==> src/rtl/spi_shift_pkg.sv <==
package spi_shift_pkg;

  localparam int SPI_DATA_W = 32;

  typedef enum logic [1:0] {
    ST_IDLE,
    ST_LEAD,
    ST_SHIFT,
    ST_TRAIL
  } spiState_e;

  // strobes from the sequencer to the datapath
  typedef struct packed {
    logic load;
    logic launch;
    logic sample;
    logic finish;
    logic abort;
  } spiStrobe_t;

  // word-length code to bit count; the reserved code falls back to 8
  function automatic int unsigned wordBits(input logic [1:0] code);
    case (code)
      2'd1:    return 16;
      2'd2:    return 32;
      default: return 8;
    endcase
  endfunction

endpackage

==> src/rtl/spi_shift_ctrl.sv <==
module spi_shift_ctrl
  import spi_shift_pkg::*;
#(
  parameter int DIV_W  = 8,
  parameter int EDGE_W = 7
) (
  input  logic              clk,
  input  logic              rstN,
  input  logic              cfgEnable,
  input  logic              cfgCpha,
  input  logic              cfgSampleSame,
  input  logic              cfgBurst,
  input  logic [DIV_W-1:0]  cfgDiv,
  input  logic [EDGE_W-1:0] lastEdge,
  input  logic              txValid,
  output logic              txReady,
  input  logic              rxValid,
  input  logic              rxReady,
  input  logic              errClear,
  output spiStrobe_t        stb,
  output logic              active,
  output logic              sclkPhase,
  output logic              xferError
);

  spiState_e         state;
  logic [DIV_W-1:0]  divCnt;
  logic [EDGE_W-1:0] edgeCnt;
  logic [EDGE_W-1:0] nextEdge;
  logic              tick;
  logic              edgeStb;
  logic              popNow;
  logic              underflow;
  logic              overflow;

  assign active    = (state != ST_IDLE);
  assign tick      = active && (divCnt == cfgDiv);
  assign nextEdge  = edgeCnt + 1'b1;
  assign edgeStb   = tick && ((state == ST_LEAD) || (state == ST_SHIFT));
  assign txReady   = cfgEnable &&
                     ((state == ST_IDLE) || ((state == ST_TRAIL) && tick && cfgBurst));
  assign popNow    = txReady && txValid;
  assign underflow = cfgEnable && (state == ST_TRAIL) && tick && cfgBurst && !txValid;
  assign overflow  = rxValid && !rxReady;

  always_comb begin
    stb.load   = popNow;
    stb.sample = edgeStb && (nextEdge[0] == (cfgCpha == cfgSampleSame));
    stb.launch = edgeStb && (cfgCpha ? (nextEdge[0] && (nextEdge != EDGE_W'(1)))
                                     : (!nextEdge[0] && (nextEdge != lastEdge)));
    stb.finish = edgeStb && (nextEdge == lastEdge);
    stb.abort  = !cfgEnable;
  end

  always_ff @(posedge clk or negedge rstN) begin
    if (!rstN) begin
      state     <= ST_IDLE;
      divCnt    <= '0;
      edgeCnt   <= '0;
      sclkPhase <= 1'b0;
    end else if (!cfgEnable) begin
      state     <= ST_IDLE;
      divCnt    <= '0;
      edgeCnt   <= '0;
      sclkPhase <= 1'b0;
    end else begin
      if ((state == ST_IDLE) || tick) divCnt <= '0;
      else                            divCnt <= divCnt + 1'b1;
      if (edgeStb) begin
        edgeCnt   <= nextEdge;
        sclkPhase <= ~sclkPhase;
      end
      case (state)
        ST_IDLE: if (popNow) begin
          state   <= ST_LEAD;
          edgeCnt <= '0;
        end
        ST_LEAD:  if (tick) state <= ST_SHIFT;
        ST_SHIFT: if (tick && (nextEdge == lastEdge)) state <= ST_TRAIL;
        ST_TRAIL: if (tick) begin
          state   <= popNow ? ST_LEAD : ST_IDLE;
          edgeCnt <= '0;
        end
        default: state <= ST_IDLE;
      endcase
    end
  end

  // new errors win over a clear in the same cycle
  always_ff @(posedge clk or negedge rstN) begin
    if (!rstN) xferError <= 1'b0;
    else       xferError <= (xferError && !errClear) || underflow || overflow;
  end

endmodule

==> src/rtl/spi_shift_dp.sv <==
module spi_shift_dp
  import spi_shift_pkg::*;
#(
  parameter int DATA_W = 32,
  parameter int EDGE_W = 7
) (
  input  logic              clk,
  input  logic              rstN,
  input  spiStrobe_t        stb,
  input  logic              active,
  input  logic              cfgMsbFirst,
  input  logic [EDGE_W-1:0] nBits,
  input  logic [DATA_W-1:0] txData,
  input  logic              sdi,
  output logic              sdo,
  output logic [DATA_W-1:0] rxData,
  output logic              rxValid
);

  localparam int IDX_W = $clog2(DATA_W);

  logic [DATA_W-1:0] txWord;
  logic [DATA_W-1:0] rxAcc;
  logic [DATA_W-1:0] rxNext;
  logic [IDX_W-1:0]  txIdx;
  logic [IDX_W-1:0]  rxIdx;
  logic [IDX_W-1:0]  topIdx;
  logic [IDX_W-1:0]  txPos;
  logic [IDX_W-1:0]  rxPos;

  assign topIdx = IDX_W'(nBits - 1'b1);
  assign txPos  = cfgMsbFirst ? (topIdx - txIdx) : txIdx;
  assign rxPos  = cfgMsbFirst ? (topIdx - rxIdx) : rxIdx;
  assign sdo    = active && txWord[txPos];

  always_comb begin
    rxNext = rxAcc;
    if (stb.sample) rxNext[rxPos] = sdi;
  end

  always_ff @(posedge clk or negedge rstN) begin
    if (!rstN) begin
      txWord  <= '0;
      txIdx   <= '0;
      rxAcc   <= '0;
      rxIdx   <= '0;
      rxData  <= '0;
      rxValid <= 1'b0;
    end else if (stb.abort) begin
      rxValid <= 1'b0;
    end else begin
      rxValid <= stb.finish;
      if (stb.load) begin
        txWord <= txData;
        txIdx  <= '0;
        rxAcc  <= '0;
        rxIdx  <= '0;
      end else begin
        if (stb.launch) txIdx <= txIdx + 1'b1;
        if (stb.sample) begin
          rxAcc <= rxNext;
          rxIdx <= rxIdx + 1'b1;
        end
        if (stb.finish) rxData <= rxNext;
      end
    end
  end

endmodule

==> src/rtl/spi_shift_master.sv <==
module spi_shift_master
  import spi_shift_pkg::*;
#(
  parameter int DIV_W  = 8,
  parameter int NUM_SS = 4
) (
  input  logic                  clk,
  input  logic                  rstN,
  input  logic                  cfgEnable,
  input  logic                  cfgCpol,
  input  logic                  cfgCpha,
  input  logic                  cfgSampleSame,
  input  logic                  cfgMsbFirst,
  input  logic [1:0]            cfgWidth,
  input  logic [DIV_W-1:0]      cfgDiv,
  input  logic [NUM_SS-1:0]     cfgSsEnable,
  input  logic [NUM_SS-1:0]     cfgSsPol,
  input  logic                  cfgBurst,
  input  logic [SPI_DATA_W-1:0] txData,
  input  logic                  txValid,
  output logic                  txReady,
  output logic [SPI_DATA_W-1:0] rxData,
  output logic                  rxValid,
  input  logic                  rxReady,
  input  logic                  errClear,
  output logic                  sclk,
  output logic                  sdo,
  input  logic                  sdi,
  output logic [NUM_SS-1:0]     ssOut,
  output logic                  busy,
  output logic                  xferError
);

  localparam int EDGE_W = $clog2(2 * SPI_DATA_W + 1);

  spiStrobe_t        stb;
  logic              active;
  logic              sclkPhase;
  logic [EDGE_W-1:0] nBits;
  logic [EDGE_W-1:0] lastEdge;

  assign nBits    = EDGE_W'(wordBits(cfgWidth));
  assign lastEdge = nBits << 1;
  assign sclk     = cfgCpol ^ sclkPhase;
  assign busy     = active;

  for (genvar g = 0; g < NUM_SS; g++) begin : g_ss
    assign ssOut[g] = (active && cfgSsEnable[g]) ? cfgSsPol[g] : ~cfgSsPol[g];
  end

  spi_shift_ctrl #(.DIV_W(DIV_W), .EDGE_W(EDGE_W)) u_ctrl (
    .clk          (clk),
    .rstN         (rstN),
    .cfgEnable    (cfgEnable),
    .cfgCpha      (cfgCpha),
    .cfgSampleSame(cfgSampleSame),
    .cfgBurst     (cfgBurst),
    .cfgDiv       (cfgDiv),
    .lastEdge     (lastEdge),
    .txValid      (txValid),
    .txReady      (txReady),
    .rxValid      (rxValid),
    .rxReady      (rxReady),
    .errClear     (errClear),
    .stb          (stb),
    .active       (active),
    .sclkPhase    (sclkPhase),
    .xferError    (xferError)
  );

  spi_shift_dp #(.DATA_W(SPI_DATA_W), .EDGE_W(EDGE_W)) u_dp (
    .clk        (clk),
    .rstN       (rstN),
    .stb        (stb),
    .active     (active),
    .cfgMsbFirst(cfgMsbFirst),
    .nBits      (nBits),
    .txData     (txData),
    .sdi        (sdi),
    .sdo        (sdo),
    .rxData     (rxData),
    .rxValid    (rxValid)
  );

endmodule

==> config.mk <==
export PLATFORM = sky130hd
export DESIGN_NAME = spi_shift_master
export DESIGN_NICKNAME = d
export VERILOG_FILES = /design/src/rtl/spi_shift_pkg.sv /design/src/rtl/spi_shift_ctrl.sv /design/src/rtl/spi_shift_dp.sv /design/src/rtl/spi_shift_master.sv
export SDC_FILE = /design/constraint.sdc
export NUM_CORES = 1
export LEC_CHECK = 0
export BUFFER_PORTS_ARGS = -buffer_cell sky130_fd_sc_hd__buf_2
export CAP_MARGIN = 20
export CORE_ASPECT_RATIO = 1.4
export CORE_MARGIN = 5
export CORE_UTILIZATION = 58
export CTS_CLUSTER_SIZE = 30
export DETAILED_ROUTE_END_ITERATION = 6
export PLACE_DENSITY = 0.8
export SYNTH_ARGS = -nofsm -noshare
export SYNTH_HDL_FRONTEND = slang
export SYNTH_SLANG_ARGS = --single-unit
export TNS_END_PERCENT = 1
==> constraint.sdc <==
create_clock -name clk -period 3.6 [get_ports clk]
set_clock_uncertainty 0.05 [all_clocks]
set_input_delay 0.18 -clock clk [delete_from_list [all_inputs] [get_ports clk]]
set_output_delay 0.18 -clock clk [all_outputs]
set_load 0.02 [all_outputs]
; ---- Word level (Yosys, flattened, before mapping)
; Cells that the tools add are included.
[totals]
latch_bits = 0
ram_bits = 0
wordCells = 123
output_inout_bits = 42
mem_count = 0
inputBits = 62
rom_bits = 0
ff_bits = 126
[op_classes]
muxes = 37
n_mul = 0
div_mod_pow = 0
shift = 0
reduce_logical = 42
eq_ne = 16
order_cmp = 3
addsub = 7
bitwise = 7
[op_table]
columns = operator, count
row1 = $mux 32, 3
row2 = $bwmux 32, 1
row3 = $mux 5, 6
row4 = $mux 7, 4
row5 = $logic_and 1x1->1, 24
row6 = $mux 8, 2
row7 = $pmux 7 s2, 1
row8 = $lt 5x6->1 const B, 2
row9 = $pmux 6 s2, 1
row10 = $mux 1, 11
row11 = $add 5x1->5 const B, 2
row12 = $mux 2, 5
row13 = $sub 5x5->5, 2
row14 = $ne 3x2->1 const B, 3
row15 = $add 8x1->8 const B, 1
row16 = $eq 8x8->1, 1
row17 = $pmux 2 s4, 1
row18 = $add 7x1->7 const B, 1
row19 = $eq 7x7->1, 1
row20 = $ne 7x1->1 const B, 1
row21 = $ne 7x7->1, 1
row22 = $eq 2x2->1 const B, 3
row23 = $not 1->1, 6
row24 = $reduce_and 2->1, 3
row25 = other kinds (15), 26

; ---- Longest topological paths before layout
; Gate-level depths: netlist of run 1.
[depth]
depth_word = 13
ltp_mapped = 11
mapped_depth_nobuf = 10

; ---- Cells and area by module
; From an unflattened synthesis of run 1, not the netlist that was laid out.
[hier_totals]
cells_unflattened = 768
area_unflattened_um2 = 7498.4
[modules_own_cells]
columns = module, n_inst, area_each_um2, cells_each
row1 = spi_shift_dp, 1, 5918.2, 587
row2 = spi_shift_ctrl, 1, 1485.2, 167
row3 = spi_shift_master, 1, 95.1, 14

; ---- Worst setup path after synthesis of run 1
; Ideal clock, no wire load.
[synth_path]
path_kind = input -> register
from = in cfgWidth[0]
to = reg u_dp.rxData[27]
path_buffers = 1
required_time_ns = 3.425
t_arrival_ns = 2.559
cell_stages = 11
setup_slack_ns = 0.866
path_cell_list = inv_1 > ha_1 > inv_1 > ha_1 > o21a_1 > o21ai_2 > xnor2_2 > clkbuf_1 > nand3_1 > mux2_1 > mux2_4
[synth_via]
elab_chain_len = 11
[synth_rtl]
columns = element, line
row1 = from (decl), spi_shift_master.sv:14  ; input logic [1:0] cfgWidth,
row2 = $eq 2x2->1 / $eq 2x1->1 (equally long branches), spi_shift_pkg.sv:23  ; case (code)
row3 = $pmux 6 s2 (*), spi_shift_pkg.sv:23
row4 = $sub 5x1->5, spi_shift_dp.sv:31  ; assign topIdx = IDX_W'(nBits - 1'b1);
row5 = $sub 5x5->5, spi_shift_dp.sv:33  ; assign rxPos = cfgMsbFirst ? (topIdx - rxIdx) : rxIdx;
row6 = $mux 5, spi_shift_dp.sv:33
row7 = $lt 5x6->1 (not written as such) / $ge 5x1->1 (equally long branches), spi_shift_dp.sv:38  ; if (stb.sample) rxNext[rxPos] = sdi;
row8 = $logic_and 1x1->1 (not written as such), spi_shift_dp.sv:38
row9 = $mux 1 (not written as such), spi_shift_dp.sv:38
row10 = $demux 1 s5, n/a
row11 = $bwmux 32, spi_shift_dp.sv:38
row12 = $mux 32, spi_shift_dp.sv:38
row13 = to (signal assigned), spi_shift_dp.sv:64  ; if (stb.finish) rxData <= rxNext;
row14 = to (decl), spi_shift_dp.sv:16  ; output logic [DATA_W-1:0] rxData,
; Every way passes the cells marked *; elsewhere a longest branch is shown, timed or not.
; A chain may end at the register's enable or synchronous reset.

; ---- Worst setup path after layout of run 1
[layout_path]
from = reg u_dp.rxIdx[3]
to = reg u_dp.rxData[21]
[layout_via]
elab_chain_len = 8
[layout_rtl]
columns = element, line
row1 = from (decl), spi_shift_dp.sv:26  ; logic [IDX_W-1:0] rxIdx;
row2 = from (signal assigned), spi_shift_dp.sv:62  ; rxIdx <= rxIdx + 1'b1;
row3 = $sub 5x5->5, spi_shift_dp.sv:33
row4 = $mux 5 (*), spi_shift_dp.sv:33
row5 = $lt 5x6->1 (not written as such) / $ge 5x1->1 (equally long branches), spi_shift_dp.sv:38
row6 = $logic_and 1x1->1 (not written as such), spi_shift_dp.sv:38
row7 = $mux 1 (not written as such), spi_shift_dp.sv:38
row8 = $demux 1 s5 (*), n/a
row9 = $bwmux 32 (*), spi_shift_dp.sv:38
row10 = $mux 32 (*), spi_shift_dp.sv:38
; Marked as above.

==> results of run 1 <==
[registers in the layout, indices dropped and copies added, names as in the netlist]
signal / flops
u_dp.txIdx: 5
u_dp.txWord: 32
u_ctrl.state: 2
u_ctrl.xferError: 1
u_dp.rxData: 32
u_dp.rxIdx: 5
u_dp.rxValid: 1
u_ctrl.sclkPhase: 1
u_ctrl.edgeCnt: 7
u_dp.rxAcc: 32
u_ctrl.divCnt: 8
[metal layers]
metal  global-route usage  share of wire
met5                    0        0.00063
met2                0.444           0.53
met4                0.136          0.043
met3               0.0493          0.050
met1                0.293           0.38
[power by group through the flow]
stage	combinational, mW	clock, mW	sequential, mW
finish	1.14	1.85	1.79
global route	1.26	1.93	1.81
CTS	1.13	1.86	1.78
detailed placement	1.09	0	1.80
global placement	1.02	0	1.78
floorplan	0.796	0	1.74
[cell usage after synthesis, types with 2 or more instances]
cell type / count / area share
nand4_4: 2 / 0.0056
or3_1: 7 / 0.0058
buf_4: 4 / 0.0040
nor4_1: 4 / 0.0033
mux2_4: 18 / 0.036
nor4_4: 4 / 0.011
mux4_2: 12 / 0.036
nand3_1: 43 / 0.028
o21ai_0: 17 / 0.011
xor2_1: 11 / 0.013
o22ai_1: 34 / 0.028
mux2_1: 25 / 0.037
a21oi_1: 57 / 0.038
inv_1: 53 / 0.026
nor2_1: 27 / 0.013
xnor2_4: 2 / 0.0072
xnor2_2: 5 / 0.011
and3b_1: 2 / 0.0023
nand4_1: 11 / 0.0091
nor3_1: 10 / 0.0066
a22oi_1: 3 / 0.0030
ha_1: 16 / 0.026
xnor2_1: 11 / 0.013
a31oi_1: 3 / 0.0025
nand2_1: 118 / 0.058
nor3b_1: 3 / 0.0030
o21ai_1: 4 / 0.0026
o21a_1: 2 / 0.0020
nand3b_1: 5 / 0.0049
buf_2: 12 / 0.0079
and4_1: 4 / 0.0046
nor2b_1: 5 / 0.0041
and3_1: 8 / 0.0066
a21bo_2: 2 / 0.0026
dfrtp_1: 126 / 0.41
clkbuf_1: 32 / 0.016
nand4b_1: 3 / 0.0035
mux2_2: 24 / 0.036
o31ai_2: 2 / 0.0033
a211oi_1: 2 / 0.0020
mux2i_1: 6 / 0.0079
[cell families after synthesis]
family / Yosys count / synth area share
AND/OR/NAND/NOR: 262 / 0.179
AO/OA/AOI/OAI: 149 / 0.125
flip-flops: 126 / 0.415
XOR/XNOR: 31 / 0.0484
buffers and inverters: 103 / 0.0550
multiplexers: 85 / 0.152
adder cells (fa/ha/maj): 16 / 0.0263
[through the flow]
stage | std cells | instance area [µm²] | util | worst slack, ps
2_1_floorplan | 772 | 7600 | - | 866
3_3_place_gp | 987 | 8180 | 0.635 | 462
3_5_place_dp | 989 | 8220 | 0.638 | 378
4_1_cts | 1055 | 9190 | 0.714 | 473
5_1_grt | 1055 | 9190 | 0.714 | 269
6_report | 1055 | 9190 | 0.714 | 440
[cell type report]
| class | count | area [µm²] | share of cell area |
|---|---|---|---|
| timing repair buffer | 148 | 981 | 0.107 |
| clock inverter | 13 | 186 | 0.0203 |
| inverter | 53 | 199 | 0.0216 |
| multi-input combinational | 543 | 4040 | 0.439 |
| sequential | 126 | 3150 | 0.343 |
| tap | 153 | 191 | 0.0208 |
| clock buffer | 19 | 443 | 0.0482 |
[worst max-delay path by stage]
stage                                  to  slack (ps)  cells past startpoint
after floorplan           u_dp.rxData[27]         870                     11
after global placement    u_dp.rxData[23]         460                     11
after detailed placement  u_dp.rxData[22]         380                     11
after CTS                             sdo         470                      7
after global routing                  sdo         270                      7
final                     u_dp.rxData[21]         440                      8
[worst min-delay path: cells and delay by family]
family                 cells  cell delay (ps)
AOI/OAI and AO/OA          2              130
buffers and inverters      2              140
==> metrics.cfg, run 1 <==
[synthesis]
synth_flop_cell = dfrtp_1
synth_seq_area_share = 0.415
syn_avg_cell_area_um2 = 9.84
syn_inst = 772
synth.cell_area_um2 = 7600
yosys_warnings = 0
synth_cell_type_count = 74
synthArstFlopShare = 1.00
synth_edf_count = 0
ys_ff_latch = 126
syn_nets = 850

[sta]
finalHoldViolations = 0
relSlewSlack = 0.334
fin_crit_sh = 0.878
setup_tns_ps = 0
fmax_mhz = 316
worst_pin_slew_ps = 999
maxSlewViolCount = 0
setup_viol = 0
whs_ps = 15.7
finalCriticalPeriod_ps = 3160
rsz0062_at_grt = false

[cts]
clk_pin_slew_ps = 60
cts_setup_buffers = 0
cts.sinks = 126
clkLatencyLatePin_ps = 420
clockBufferDepth = 2
cts.repair.resized = 0
cts_tree = done
htreeDepth = 4
root_buffer = clkbuf_16
cts_hold_buf = 34
numCtsBuffers = 17

[global_route]
grt_pass1_wl_um = 32300
overflow = 0
grt_pass1_vias = 6812
track_usage = 0.255
grt_max_degree = 71
antenna_found_initial = 1

[routing]
drt_iter0_markers = 438
wl_per_cell_um = 18.1
wirelength_um = 19100
drcViolationCount = 0
avgViaCountPerCell = 6.12
ant_nets = 0
drtPass1Iterations = 5
vias = 6461

[critical_path]
r2r_slack_ps = 440
critPathBufInv = 1
critPathMaxFanout = 17
critPathCaptureType = flop
cpMostUsedCell = mux2_2
critical_path.top_delay_family = XOR/XNOR gates
max_stage_delay_ps = 680
critPathSlowestCell = xnor2_2
reg2reg_to = u_dp.rxData[21]
reg2reg_depth = 8
crit_start = u_dp.rxIdx[3]
path_class = flop to flop
cp_cell_sequence = inv_1 > ha_1 > nor3_1 > o21ai_2 > xnor2_2 > nand4_1 > mux2_2 > mux2_2
rr_startpoint = u_dp.rxIdx[3]
cp.arrival_ps = 3410
startpoint_type = flop
critPathRequiredTime_ps = 3850

[die]
start_util = 0.590
die_x_um = 107
core.rowCount = 49
dieArea_um2 = 15500
num_io_pins = 104
core_um2 = 12900
die_y_um = 145

[placed_design]
dp_hpwl_um = 12600
portBuffers = 103
gp_congestion = 0.932

[finish]
nFillCells = 892
final_nets = 967
final_common_cell = dfrtp_1
antenna_cells = 0
syn2layout_area_growth_pct = 20.9
drive_gt1_frac = 0.253
final_cell_mix = 126 x dfrtp_1, 118 x nand2_1, 102 x buf_2, 57 x a21oi_1, 53 x inv_1

[pwr]
p_per_area_nw_per_um2 = 520
p_int_mw = 3.27
p_clk_frac = 0.387
power_mw = 4.78
p_leak_nw = 4.31
p_seq_frac = 0.374
sw_frac_of_total = 0.316
peakVddDrop_mv = 0.327
pwr-share-comb = 0.239
p_sw_mw = 1.51

[status]
outcome = finished, final reports clean

[hold_path]
hold_start = rxReady
hold_class = primary input to flop
hold_path_end = u_ctrl.xferError
hold_path_depth = 4

[flow_run]
drv_cap = 0

Note: power is estimated with default switching activity, not from simulation.
==> run 2: changes to the inputs <==
--- a/config.mk
+++ b/config.mk
@@ -12,7 +12,7 @@
 export CORE_UTILIZATION = 58
 export CTS_CLUSTER_SIZE = 30
 export DETAILED_ROUTE_END_ITERATION = 6
-export PLACE_DENSITY = 0.8
+export PLACE_DENSITY = 0.85
 export SYNTH_ARGS = -nofsm -noshare
 export SYNTH_HDL_FRONTEND = slang
 export SYNTH_SLANG_ARGS = --single-unit
==> metrics.cfg, run 2 (synthesis gave the netlist of run 1 again) <==
[status]
outcome = finished, final reports clean

[finish]
nFillCells = 927
reg_top3 = u_dp.rxAcc: 32 flops, u_dp.rxData: 32 flops, u_dp.txWord: 32 flops
drive_gt1_frac = 0.255
syn2layout_area_growth_pct = 20.6
final_cell_mix = 126 x dfrtp_1, 118 x nand2_1, 102 x buf_2, 57 x a21oi_1, 53 x inv_1
final_common_cell = dfrtp_1
final_nets = 968

[cts]
cts.sinks = 126
cts_setup_buffers = 0
clk_pin_slew_ps = 60
clockBufferDepth = 2
root_buffer = clkbuf_16
htreeDepth = 4
clkLatencyLatePin_ps = 420
cts_tree = done
numCtsBuffers = 17

[routing]
wirelength_um = 18600
vias = 6316
ant_nets = 0
drcViolationCount = 0
avgViaCountPerCell = 5.98
drtPass1Iterations = 6
drt_iter0_markers = 364
wl_per_cell_um = 17.6

[critical_path]
cp.arrival_ps = 3390
critPathBufInv = 1
critPathCaptureType = flop
critPathRequiredTime_ps = 3850
cp_cell_sequence = inv_1 > ha_1 > nor3_1 > o21ai_2 > xnor2_2 > nand3_1 > mux2_1 > mux2_4
critPathMaxFanout = 17
max_stage_delay_ps = 660
startpoint_type = flop
critPathSlowestCell = xnor2_2
path_class = flop to flop
critical_path.top_delay_family = XOR/XNOR gates

[placed_design]
dp_hpwl_um = 11900
gp_congestion = 0.885
portBuffers = 103

[sta]
finalCriticalPeriod_ps = 3130
worst_pin_slew_ps = 1040
setup_tns_ps = 0
setup_viol = 0
maxSlewViolCount = 0
finalHoldViolations = 0
relSlewSlack = 0.307
fmax_mhz = 319
rsz0062_at_grt = false
fin_crit_sh = 0.871

[global_route]
overflow = 0
track_usage = 0.247
grt_pass1_wl_um = 31300
grt_max_degree = 68
grt_pass1_vias = 6392
antenna_found_initial = 1

[die]
start_util = 0.590
core_um2 = 12900
num_io_pins = 104
core.rowCount = 49
dieArea_um2 = 15500
die_x_um = 107
die_y_um = 145

[hold_path]
hold_class = primary input to flop

[pwr]
peakVddDrop_mv = 0.455
power_mw = 4.69
p_per_area_nw_per_um2 = 512
p_leak_nw = 4.30

[flow_run]
drv_cap = 0

==> run 2: routing by layer <==
metal	share of wire	wire [µm]	track usage	up-vias
met4	0.030	567	0.112	0
met1	0.40	7380	0.311	3042
li1	-	-	-	2985
met2	0.52	9620	0.407	242
met3	0.057	1070	0.0497	47
met5	0	0	0	-
==> run 2: metrics by stage <==
stage	utilization	std cells	cell area [µm²]	hold WS [ps]	setup WS (ps)
2_1_floorplan	-	772	7600	-166	866
3_3_place_gp	0.638	991	8220	-27.8	457
3_5_place_dp	0.638	991	8220	-26.1	363
4_1_cts	0.712	1056	9160	8.04	442
5_1_grt	0.712	1057	9170	33.5	261
6_report	0.712	1057	9170	28.7	465
==> run 2: path summary, 6_finish.rpt <==
check	to	cells past startpoint	slack, ps	startpoint
max in group asynchronous	u_dp.txIdx[4]	3	2560	rstN
hold reg to reg	u_dp.txWord[30]	2	440	u_dp.txWord[30]
min in group asynchronous	u_ctrl.divCnt[3]	2	80	rstN
setup / recovery	u_dp.rxData[27]	8	470	u_dp.rxIdx[3]
hold / removal	u_ctrl.xferError	2	30	txValid
setup reg to reg	u_dp.rxData[27]	8	470	u_dp.rxIdx[3]
==> run 2: layout make-up <==
cell class	count	area, µm²	share of cell area
diodes	1	2.50	0.000273
clock buffers	18	429	0.0468
clock inverters	14	183	0.0199
inverters	53	199	0.0217
multi-input cells	543	4040	0.440
flip-flops and latches	126	3150	0.344
well taps	153	191	0.0209
repair buffers	149	971	0.106
==> run 2: power by group <==
| part | switching [mW] | internal, mW |
|---|---|---|
| Combinational | 0.652 | 0.470 |
| Sequential | 0.164 | 1.62 |
| Clock | 0.685 | 1.10 |
==> run 2: what timing repair did <==
action / CTS / global route
hold buffers: 33 / 0
endpoints found under the hold margin: 158 / 0
resized for setup: 0 / 0
==> run 3: changes to the inputs <==
--- a/config.mk
+++ b/config.mk
@@ -7,7 +7,6 @@
 export LEC_CHECK = 0
 export BUFFER_PORTS_ARGS = -buffer_cell sky130_fd_sc_hd__buf_2
 export CAP_MARGIN = 20
-export CORE_ASPECT_RATIO = 1.4
 export CORE_MARGIN = 5
 export CORE_UTILIZATION = 58
 export CTS_CLUSTER_SIZE = 30
==> metrics.cfg, run 3 (synthesis gave the netlist of run 1 again) <==
[status]
outcome = finished, final reports clean

[cts]
clkLatencyLatePin_ps = 430
cts.sinks = 126
cts_tree = done
htreeDepth = 4
clockBufferDepth = 2
root_buffer = clkbuf_16
clk_pin_slew_ps = 50
cts.repair.resized = 0
numCtsBuffers = 17

[finish]
final_common_cell = dfrtp_1
final_area_um2 = 9170
reg_top3 = u_dp.rxAcc: 32 flops, u_dp.rxData: 32 flops, u_dp.txWord: 32 flops
fin_util = 0.721
finalNonFillerCells = 1075
final_nets = 967
drive_gt1_frac = 0.245
syn2layout_area_growth_pct = 20.6
final_cell_mix = 126 x dfrtp_1, 118 x nand2_1, 102 x buf_2, 57 x a21oi_1, 53 x inv_1
nFillCells = 913

[placed_design]
dp.cells = 1007
dp_hpwl_um = 11900
gp_congestion = 0.807
place_ws_ps = 370
placed_cell_area_um2 = 8230
portBuffers = 103

[sta]
setup_tns_ps = 0
fin_crit_sh = 0.863
finalCriticalPeriod_ps = 3110
relSlewSlack = 0.315
worst_pin_slew_ps = 1020
rsz0062_at_grt = false
setup_viol = 0
whs_ps = 72.1
setup_ws_ps = 492
finalHoldViolations = 0
fmax_mhz = 322
maxSlewViolCount = 0

[global_route]
track_usage = 0.243
grt_pass1_vias = 6490
overflow = 0
grt_pass1_wl_um = 31300
antenna_found_initial = 1
grt_max_degree = 65

[die]
core_um2 = 12700
die_x_um = 124
start_util = 0.597
num_io_pins = 104
dieArea_um2 = 15500
die_y_um = 124
core.rowCount = 41

[critical_path]
reg2reg_to = u_dp.rxData[21]
rr_startpoint = u_dp.rxIdx[3]
worstSetupPathDepth = 9
startpoint_type = flop
cp.arrival_ps = 2880
critical_path.top_delay_family = compound AO/OA/AOI/OAI gates
critPathBufInv = 2
r2r_slack_ps = 510
max_stage_delay_ps = 430
critPathCaptureType = output pin
critPathSlowestCell = dfrtp_1
cp_cell_sequence = inv_1 > ha_1 > or3_1 > a21oi_1 > xor2_1 > nand2_1 > o21ai_0 > o22a_1 > buf_2
critPathRequiredTime_ps = 3370
path_class = flop to output pin
critPathMaxFanout = 5
reg2reg_depth = 8

[pwr]
peakVddDrop_mv = 0.441
p_leak_nw = 4.29
p_per_area_nw_per_um2 = 505
power_mw = 4.63

[routing]
wl_per_cell_um = 17.3
ant_nets = 0
drtPass1Iterations = 5
drt_iter0_markers = 625
wirelength_um = 18600
drcViolationCount = 0
vias = 6433
avgViaCountPerCell = 5.98

[hold_path]
hold_path_end = u_ctrl.state[0]
hold_class = primary input to flop
hold_path_depth = 3
hold_start = cfgEnable

[flow_run]
drv_cap = 0

-- run 3: per-layer routing --
layer	global-route usage	share of wire	vias up
li1	-	-	2980
met2	0.400	0.50	253
met5	0	0	-
met3	0.0562	0.056	47
met1	0.310	0.42	3153
met4	0.102	0.025	0
-- run 3: worst max path at each step --
stage	slack, ps	endpoint	from
floorplan	870	u_dp.rxData[27]	cfgWidth[0]
global placement	490	u_dp.rxData[16]	cfgWidth[0]
detailed placement	370	u_dp.rxData[27]	cfgWidth[0]
CTS	490	sdo	u_dp.txIdx[0]
global route	350	u_dp.rxData[24]	u_dp.rxIdx[3]
finish	490	sdo	u_dp.txIdx[3]
-- run 3: area by class of cell --
type | count | area, µm² | area share
multi-input cells | 543 | 4040 | 0.441
flip-flops and latches | 126 | 3150 | 0.344
repair buffers | 148 | 968 | 0.106
clock buffers | 26 | 479 | 0.0523
well taps | 172 | 215 | 0.0235
inverters | 53 | 199 | 0.0217
clock inverters | 6 | 108 | 0.0117
diodes | 1 | 2.50 | 0.000273
-- run 3: worst min-delay path, delay by kind of cell --
kind	cells	cell delay [ps]
simple gates	1	70
buf+inv	1	170
compound gates	1	70
-- run 3: power by group --
group          switching [mW]  internal (mW)
registers               0.173           1.62
logic                   0.646          0.467
clock network           0.601           1.12
total                    1.42           3.21
-- run 3: what timing repair did --
item                      4_1_cts  5_1_grt
hold buffers                   35        0
buffers inserted                0        0
hold endpoints to repair       95        0
